### src/rtl/sdac_pkg.sv
package sdac_pkg;
  localparam int unsigned WORD_W  = 16;
  localparam int unsigned CODE_W  = 12;
  localparam int unsigned SPD_BIT = 14;
  localparam int unsigned PD_BIT  = 13;
  localparam int unsigned SYNC_N  = 4;
  // pin index order inside the synchroniser bank
  localparam int unsigned PIN_DIN = 0;
  localparam int unsigned PIN_CLK = 1;
  localparam int unsigned PIN_CS  = 2;
  localparam int unsigned PIN_FS  = 3;

  typedef struct packed {
    logic fast;
    logic pdn;
  } ctrl_t;

  typedef enum logic {
    FR_IDLE  = 1'b0,
    FR_SHIFT = 1'b1
  } frame_st_t;
endpackage

### src/rtl/sdac_pin_sync.sv
module sdac_pin_sync #(
  parameter int unsigned        N       = 4,
  parameter logic [N-1:0]       RST_VAL = '0
) (
  input  logic         clk,
  input  logic         rst_n,
  input  logic [N-1:0] pins_i,
  output logic [N-1:0] lvl_o,
  output logic [N-1:0] rise_o,
  output logic [N-1:0] fall_o
);
  logic [N-1:0] meta_q, sync_q, prev_q;

  for (genvar g = 0; g < N; g++) begin : g_pin
    always_ff @(posedge clk or negedge rst_n) begin
      if (!rst_n) begin
        meta_q[g] <= RST_VAL[g];
        sync_q[g] <= RST_VAL[g];
        prev_q[g] <= RST_VAL[g];
      end else begin
        meta_q[g] <= pins_i[g];
        sync_q[g] <= meta_q[g];
        prev_q[g] <= sync_q[g];
      end
    end

    always_comb begin
      lvl_o[g]  = sync_q[g];
      rise_o[g] = sync_q[g] & ~prev_q[g];
      fall_o[g] = ~sync_q[g] & prev_q[g];
    end
  end
endmodule

### src/rtl/sdac_frame_shifter.sv
module sdac_frame_shifter
  import sdac_pkg::*;
#(
  parameter int unsigned W = 16
) (
  input  logic         clk,
  input  logic         rst_n,
  input  logic         din_i,
  input  logic         sclk_rise_i,
  input  logic         sclk_fall_i,
  input  logic         fs_rise_i,
  input  logic         fs_fall_i,
  input  logic         cs_n_i,
  output logic         upd_o,
  output logic [W-1:0] word_o
);
  localparam int unsigned CNT_W = $clog2(W + 1);
  localparam logic [CNT_W-1:0] FULL = CNT_W'(W);

  frame_st_t        st_q, st_n;
  logic [CNT_W-1:0] cnt_q, cnt_n;
  logic [W-1:0]     sh_q, sh_n;
  logic             sh_en;

  always_comb begin
    st_n  = st_q;
    cnt_n = cnt_q;
    sh_en = 1'b0;
    upd_o = 1'b0;
    if (cs_n_i) begin
      st_n  = FR_IDLE;
      cnt_n = '0;
    end else if (fs_fall_i) begin
      st_n  = FR_SHIFT;
      cnt_n = '0;
    end else if (st_q == FR_SHIFT) begin
      if (cnt_q == FULL) begin
        if (sclk_rise_i || fs_rise_i) begin
          upd_o = 1'b1;
          st_n  = FR_IDLE;
          cnt_n = '0;
        end
      end else if (sclk_fall_i) begin
        sh_en = 1'b1;
        cnt_n = cnt_q + CNT_W'(1);
      end
    end
  end

  always_comb sh_n = {sh_q[W-2:0], din_i};

  always_ff @(posedge clk or negedge rst_n) begin
    if (!rst_n) begin
      st_q  <= FR_IDLE;
      cnt_q <= '0;
    end else begin
      st_q  <= st_n;
      cnt_q <= cnt_n;
    end
  end

  always_ff @(posedge clk or negedge rst_n) begin
    if (!rst_n)     sh_q <= '0;
    else if (sh_en) sh_q <= sh_n;
  end

  assign word_o = sh_q;

  assert_cnt_limit_R3: assert property (@(posedge clk) disable iff (!rst_n)
    cnt_q <= FULL);

  assert_cs_blocks_R1: assert property (@(posedge clk) disable iff (!rst_n)
    cs_n_i |=> (st_q == FR_IDLE && cnt_q == '0));

  assert_update_full_R4: assert property (@(posedge clk) disable iff (!rst_n)
    upd_o |=> (cnt_q == '0));
endmodule

### src/rtl/sdac_latch_bank.sv
module sdac_latch_bank
  import sdac_pkg::*;
#(
  parameter int unsigned W       = 16,
  parameter int unsigned CW      = 12,
  parameter int unsigned SPD_POS = 14,
  parameter int unsigned PD_POS  = 13
) (
  input  logic          clk,
  input  logic          rst_n,
  input  logic          upd_i,
  input  logic [W-1:0]  word_i,
  output logic [CW-1:0] code_o,
  output ctrl_t         ctrl_o,
  output logic          pulse_o
);
  logic [CW-1:0] code_q, code_n;
  logic          code_en;
  ctrl_t         ctrl_q, ctrl_n;

  always_comb begin
    ctrl_n.fast = word_i[SPD_POS];
    ctrl_n.pdn  = word_i[PD_POS];
    code_n      = word_i[CW-1:0];
    code_en     = upd_i & ~word_i[PD_POS];
  end

  always_ff @(posedge clk or negedge rst_n) begin
    if (!rst_n)       code_q <= '0;
    else if (code_en) code_q <= code_n;
  end

  always_ff @(posedge clk or negedge rst_n) begin
    if (!rst_n)     ctrl_q <= '0;
    else if (upd_i) ctrl_q <= ctrl_n;
  end

  always_ff @(posedge clk or negedge rst_n) begin
    if (!rst_n) pulse_o <= 1'b0;
    else        pulse_o <= upd_i;
  end

  assign code_o = code_q;
  assign ctrl_o = ctrl_q;

  assert_code_hold_R4: assert property (@(posedge clk) disable iff (!rst_n)
    !upd_i |=> $stable(code_q));

  assert_pd_retain_R7: assert property (@(posedge clk) disable iff (!rst_n)
    (upd_i && word_i[PD_POS]) |=> $stable(code_q));

  assert_pulse_single_R12: assert property (@(posedge clk) disable iff (!rst_n)
    pulse_o |=> !pulse_o);
endmodule

### src/rtl/sdac_cmd_rx.sv
module sdac_cmd_rx
  import sdac_pkg::*;
#(
  parameter int unsigned WORD_BITS = WORD_W,
  parameter int unsigned CODE_BITS = CODE_W
) (
  input  logic                 clk,
  input  logic                 rst_n,
  input  logic                 ser_din,
  input  logic                 ser_clk,
  input  logic                 ser_cs_n,
  input  logic                 ser_fsync,
  output logic [CODE_BITS-1:0] dac_code,
  output logic                 speed_fast,
  output logic                 power_down,
  output logic                 out_enable,
  output logic                 update_pulse
);
  localparam logic [SYNC_N-1:0] PIN_IDLE = SYNC_N'(4'b1110);

  logic [1:0] rst_sync_q;
  logic       rst_n_i;

  always_ff @(posedge clk or negedge rst_n) begin
    if (!rst_n) rst_sync_q <= 2'b00;
    else        rst_sync_q <= {rst_sync_q[0], 1'b1};
  end
  assign rst_n_i = rst_sync_q[1];

  logic [SYNC_N-1:0] pins, lvl, rise, fall;
  always_comb begin
    pins          = '0;
    pins[PIN_DIN] = ser_din;
    pins[PIN_CLK] = ser_clk;
    pins[PIN_CS]  = ser_cs_n;
    pins[PIN_FS]  = ser_fsync;
  end

  sdac_pin_sync #(.N(SYNC_N), .RST_VAL(PIN_IDLE)) u_sync (
    .clk    (clk),
    .rst_n  (rst_n_i),
    .pins_i (pins),
    .lvl_o  (lvl),
    .rise_o (rise),
    .fall_o (fall)
  );

  logic                 upd;
  logic [WORD_BITS-1:0] word;

  sdac_frame_shifter #(.W(WORD_BITS)) u_shift (
    .clk         (clk),
    .rst_n       (rst_n_i),
    .din_i       (lvl[PIN_DIN]),
    .sclk_rise_i (rise[PIN_CLK]),
    .sclk_fall_i (fall[PIN_CLK]),
    .fs_rise_i   (rise[PIN_FS]),
    .fs_fall_i   (fall[PIN_FS]),
    .cs_n_i      (lvl[PIN_CS]),
    .upd_o       (upd),
    .word_o      (word)
  );

  ctrl_t ctrl;

  sdac_latch_bank #(
    .W(WORD_BITS), .CW(CODE_BITS), .SPD_POS(SPD_BIT), .PD_POS(PD_BIT)
  ) u_latch (
    .clk     (clk),
    .rst_n   (rst_n_i),
    .upd_i   (upd),
    .word_i  (word),
    .code_o  (dac_code),
    .ctrl_o  (ctrl),
    .pulse_o (update_pulse)
  );

  assign speed_fast = ctrl.fast;
  assign power_down = ctrl.pdn;
  assign out_enable = ~ctrl.pdn;

  assert_ctrl_only_on_update_R5: assert property (@(posedge clk) disable iff (!rst_n_i)
    !update_pulse |-> $stable(speed_fast));
endmodule

### config.mk
export PLATFORM = sky130hd
export DESIGN_NAME = sdac_cmd_rx
export DESIGN_NICKNAME = d
export VERILOG_FILES = /design/src/rtl/sdac_pkg.sv /design/src/rtl/sdac_pin_sync.sv /design/src/rtl/sdac_frame_shifter.sv /design/src/rtl/sdac_latch_bank.sv /design/src/rtl/sdac_cmd_rx.sv
export SDC_FILE = /design/constraint.sdc
export NUM_CORES = 1
export LEC_CHECK = 0
export ABC_AREA = 1
export CELL_PAD_IN_SITES_DETAIL_PLACEMENT = 0
export CELL_PAD_IN_SITES_GLOBAL_PLACEMENT = 1
export CORE_MARGIN = 2
export CORE_UTILIZATION = 43
export CTS_CLUSTER_DIAMETER = 100
export CTS_CLUSTER_SIZE = 20
export DETAILED_ROUTE_END_ITERATION = 8
export PLACE_DENSITY_LB_ADDON = 0.1
export SLEW_MARGIN = 20
export SYNTH_ARGS = -nofsm -noshare
export SYNTH_HDL_FRONTEND = slang
export SYNTH_SLANG_ARGS = --single-unit
### constraint.sdc
create_clock -name clk -period 2.2 [get_ports clk]
set_clock_uncertainty 0.1 [all_clocks]
set_input_delay 0.44 -clock clk [delete_from_list [all_inputs] [get_ports clk]]
set_output_delay 0.44 -clock clk [all_outputs]
set_load 0.01 [all_outputs]
== Word level (Yosys, flattened, before mapping) ==
Index checks and enable logic that the tools add are counted.
Word-level totals
  output and inout bits: 16
  register bits: 48
Operators by class
  muxes and demuxes: 21
  $add $sub $neg: 1
  bitwise operators: 11
  reductions and logical operators: 4
  eq/ne operators: 2
Operators by type and width (number)
  2-to-1 mux 5 bit: 6
  2-to-1 mux 1 bit: 15
  inverter 1 bit: 6
  adder 5 x 1 -> 5 bit (second input constant): 1
  bitwise AND 1 bit: 5
  equality test 5 bit (second input constant): 1
  != test 4 x 3 -> 1 bit (second input constant): 1
  nonzero test 4 bit: 1
  AND reduction 3 bit: 1
  nonzero test 3 bit: 1
  logical OR 1 bit: 1

== Depth between registers and ports, before layout ==
  depth after elaboration: 9
  depth in mapped cells: 10
  depth with buffers taken out: 10

== Hierarchy ==
Synthesis repeated with hierarchy kept, for this count alone.
Second synthesis, totals
  cells, all modules: 223
  area total of the unflattened synthesis: 2088.3 sq um
Modules (own cells, without submodules)
  sdac_frame_shifter: cells each 129, seq. area each 550.5 sq um, area each 1056.0 sq um, instances 1
  sdac_latch_bank: cells each 62, seq. area each 375.4 sq um, area each 603.1 sq um, instances 1
  sdac_pin_sync: cells each 28, seq. area each 311.5 sq um, area each 371.6 sq um, instances 1
  sdac_cmd_rx: cells each 4, seq. area each 50.0 sq um, area each 57.6 sq um, instances 1

== Worst setup path after synthesis ==
No wires, ideal clock.
  kind: reg2reg
  start: reg u_shift.cnt_q[0]
  end: reg u_latch.code_q[11] (netlist: u_latch.code_o[11])
  clock period less this slack: 1.567 ns
  stages on the path, launching flop included: 11
  required time: 1.983 ns
  data arrival time: 1.350 ns
  setup time: 0.117 ns
  slack: 0.633 ns
  buffers on the path: 1
  cells stage by stage: dfrtp_1 inv_1 ha_1 nand2_1 nor2_4 nand2_4 nor2_8 nand2_4 buf_6 nand2_1 nand2_1
Between the ends
  longest elaborated chain between the ends: 6
Ends and longest elaborated chain
  start, declared: RTL line sdac_frame_shifter.sv:21  | logic [CNT_W-1:0] cnt_q, cnt_n;
  start signal, assigned: RTL line sdac_frame_shifter.sv:58  | cnt_q <= cnt_n;
  equality test 5 bit: RTL line sdac_frame_shifter.sv:37  | if (cnt_q == FULL) begin
  2-to-1 mux 1 bit: RTL line sdac_frame_shifter.sv:37
  2-to-1 mux 1 bit: RTL line sdac_frame_shifter.sv:36  | end else if (st_q == FR_SHIFT) begin
  2-to-1 mux 1 bit: RTL line sdac_frame_shifter.sv:33  | end else if (fs_fall_i) begin
  2-to-1 mux 1 bit: RTL line sdac_frame_shifter.sv:30  | if (cs_n_i) begin
  bitwise AND 1 bit: RTL line sdac_latch_bank.sv:25  | code_en = upd_i & ~word_i[PD_POS];
  end signal, assigned: RTL line sdac_latch_bank.sv:30  | else if (code_en) code_q <= code_n;
  end, declared: RTL line sdac_latch_bank.sv:17  | logic [CW-1:0] code_q, code_n;
No other way between the ends.
A chain may end at the register's enable or synchronous reset.

== Final worst setup path ==
  start: reg u_shift.cnt_q[0]
  end: reg u_shift.sh_q[5] (netlist: u_shift.word_o[5])
Between the ends
  longest elaborated chain between the ends: 5
Ends and longest elaborated chain
  equality test 5 bit: RTL line sdac_frame_shifter.sv:37
  2-to-1 mux 1 bit: RTL line sdac_frame_shifter.sv:37
  2-to-1 mux 1 bit: RTL line sdac_frame_shifter.sv:36
  2-to-1 mux 1 bit: RTL line sdac_frame_shifter.sv:33
  2-to-1 mux 1 bit: RTL line sdac_frame_shifter.sv:30
  end signal, assigned: RTL line sdac_frame_shifter.sv:64  | else if (sh_en) sh_q <= sh_n;
  end, declared: RTL line sdac_frame_shifter.sv:22  | logic [W-1:0] sh_q, sh_n;
No other way between the ends.

==> out/metrics.cfg <==
[final_layout]
nets=233
drive_above_1_share_pct=14.16
utilization_pct=52.24
fin_area_sq_mm=0.002306
n_antenna_cell=0
final-instance-count-excl-fill=278
area_delta_synth_final_pct=15.62

[sta]
hold_violations=0
fmax_mhz=542.8
slew_violations=0
tns_ns=0
setup_viol=0
rsz0062_at_grt=no
finalCritPeriodShare_pct=83.75
fin_crit_ns=1.842

[critical_path]
rr_worst_depth=10
critPathCaptureType=flop
cp_common_cell=nand2_1
required_ns=2.30
slowest_stage=dfrtp_1
arrival_ns=1.94
path_max_fanout=29
crit_type=reg -> reg
cp-start-kind=flop
cp_cell_sequence=inv_1, ha_1, nand2_1, inv_1, nand2_1, nand2_2, nor2_4, buf_4, nand2_1, o21ai_0
cpPeakStageDelay_ns=0.42

[yosys]
synth_xor_area_share_pct=0.8783
synth_area_leader_cell=dfrtp_1
ys_warn_count=0
synth_seq_cells=48
synthMuxAreaShare_pct=0
postSynthAreaPerCell_sq_um=9.922
synth_area_leaders=dfrtp_1 50%, dfstp_2 11%, nand2_1 10%
synthDistinctLibCells=24
netlist.area_leader.share_pct=50.19
synth_fp_nets=209
synth_top_family_by_area=simple AND/OR/NAND/NOR gates
syn_area_sq_mm=0.001994
synth_compound_area_share_pct=5.207
netlist_instances=201
ys_seq_area_share_pct=60.73
synthSimpleGateAreaFrac_pct=24.47
synth_adder_area_share_pct=1.255

[place]
gp_congestion=0.7960
placed_area_sq_mm=0.002225
port_buffers=21
dpl.hpwl_mm=2.318
place_inst=270

[global_routing]
grt_pass1_vias=1333
grt_overflow=0
grtUsageTotal_pct=14.36
grt_pass1_wl_mm=5.796
antenna_found_initial=0
grt_max_degree=30

[power_and_ir_drop]
ir_drop_mv=0.3683
switchingPower_mw=0.4109
comb_power_share_pct=8.8
power_frac_clock_pct=29.1
seqPwrFrac_pct=62.0
cellPowerDensity_mw_per_mm2=717.2
p_int_mw=1.243
p_leak_nw=1.145
switching_share_pct=24.85

[clock_tree]
clk_pin_slew_worst_paths_ns=0.08
cts-buffers-inserted=5
cts_tree=yes
clock_sinks=48
clk_latency_ns=0.29
cts_setup_buffers=0
hold_buffers=0
clock_path_buffers=2
cts_resized=0
htreeDepth=2
root_buffer=clkbuf_8

[route]
vias=1295
wl_mm=3.068
viasPerCell=4.658
drt-initial-drc-count=62
drcViolationCount=0
dr.pass1.iters=4
wl_per_cell_microns=11.04
ant_nets=0

[die]
ioPinCount=22
num_rows=24
die_area_sq_mm=0.005199
core_sq_mm=0.004414
die_width_microns=72.11
start_util_pct=45.18
die_h_microns=72.11

[status]
status=finished clean

[min_path]
hold_class=reg -> async

[job]
cap_viol_max_count=0

-- worst paths after layout --
| path | slack, ns | from | end |
|---|---|---|---|
| max | 0.36 | u_shift.cnt_q[0]$_DFFE_PN0P_ | u_shift.word_o[5]$_DFFE_PN0P_ |
| min | 0.07 | rst_sync_q[1]$_DFF_PN0_ | u_latch.code_o[1]$_DFFE_PN0P_ |
| max reg2reg | 0.36 | u_shift.cnt_q[0]$_DFFE_PN0P_ | u_shift.word_o[5]$_DFFE_PN0P_ |
| min reg2reg | 0.07 | rst_sync_q[1]$_DFF_PN0_ | u_latch.code_o[1]$_DFFE_PN0P_ |
| max in group asynchronous | 1.31 | rst_sync_q[1]$_DFF_PN0_ | u_sync.prev_q[1]$_DFF_PN1_ |
| min in group clk | 0.25 | u_sync.meta_q[0]$_DFF_PN0_ | u_sync.lvl_o[0]$_DFF_PN0_ |
-- per-layer routing --
metal | part of all wire, % | vias up | global-route usage [%] | routed length, microns
met5 | 0 | - | 0 | 0
met4 | 1.4 | 0 | 6.080 | 42
met3 | 3.6 | 4 | 3.750 | 109
met2 | 48 | 24 | 25.28 | 1471
met1 | 47 | 596 | 16.48 | 1445
li1 | - | 671 | - | -
-- area by class of cell --
cell class                      instances  area, sq um
Fill cell                             406         2108
Clock buffer                            7        76.32
Sequential cell                        48         1212
Clock inverter                          1        5.005
Timing Repair Buffer                   24        232.7
Multi-Input combinational cell        126        638.1
Inverter                               20        76.32
Tap cell                               52        65.06
-- power groups by stage --
| stage | Clock (mW) | Sequential [mW] | Combinational [mW] |
|---|---|---|---|
| 6_report | 0.482 | 1.03 | 0.146 |
| 5_1_grt | 0.548 | 1.04 | 0.172 |
| 4_1_cts | 0.510 | 1.03 | 0.149 |
| 3_5_place_dp | 0 | 1.05 | 0.149 |
| 3_3_place_gp | 0 | 1.04 | 0.140 |
| 2_1_floorplan | 0 | 1.03 | 0.107 |
-- worst max-delay path, delay by kind of cell (launching register included) --
| kind | cells | cell delay, ns |
|---|---|---|
| adder cells (fa/ha/maj) | 1 | 0.19 |
| buffers and inverters | 3 | 0.40 |
| flip-flops | 1 | 0.42 |
| AND/OR/NAND/NOR | 5 | 0.54 |
| AO/OA/AOI/OAI | 1 | 0.10 |
-- sequential cells by signal, indices dropped and copies added, names as in the netlist --
signal	count
u_shift.word_o	15
u_latch.code_o	12
u_shift.cnt_q	5
u_sync.lvl_o	4
u_sync.meta_q	4
rst_sync_q	2
u_latch.ctrl_o	2
u_sync.prev_q	2
u_latch.pulse_o	1
u_shift.st_q	1
-- metrics by stage --
stage,hold slack (ns),total power [mW],setup slack [ns]
floorplan,0.04441,1.141,0.6332
global placement,0.08866,1.182,0.4417
detailed placement,0.09881,1.194,0.3538
CTS,0.1038,1.687,0.3382
global route,0.1154,1.760,0.1291
finish,0.07298,1.654,0.3576
-- cell families (layout without fill, tap and decap cells) --
kind of cell,count (synthesis),count (layout)
compound gates,18,18
simple gates,103,103
flops,48,48
other cells,1,1
fa+ha+maj,2,2
xor+xnor,2,2
buf+inv,27,52
-- cells in the mapped netlist, drive strengths merged --
| cell | n |
|---|---|
| clkinv | 1 |
| nor2 | 18 |
| dfrtp | 40 |
| o21ai | 9 |
| buf | 7 |
| a21oi | 8 |
| nor3 | 1 |
| nand4 | 1 |
| xnor2 | 2 |
| dfstp | 8 |
| ha | 2 |
| conb | 1 |
| nand3 | 23 |
| o21a | 1 |
| inv | 19 |
| nand2 | 60 |
-- cell usage in the layout, fill, tap and decap left out, drive strengths merged --
cell           instances
buf                    3
ha                     2
clkbuf                 7
conb                   1
nand2                 60
nor2                  18
nand3                 23
a21oi                  8
dfstp                  8
xnor2                  2
nor3                   1
clkdlybuf4s50         21
o21a                   1
nand4                  1
o21ai                  9
inv                   19
clkinv                 2
dfrtp                 40
Power figures use the tool's default switching activity.
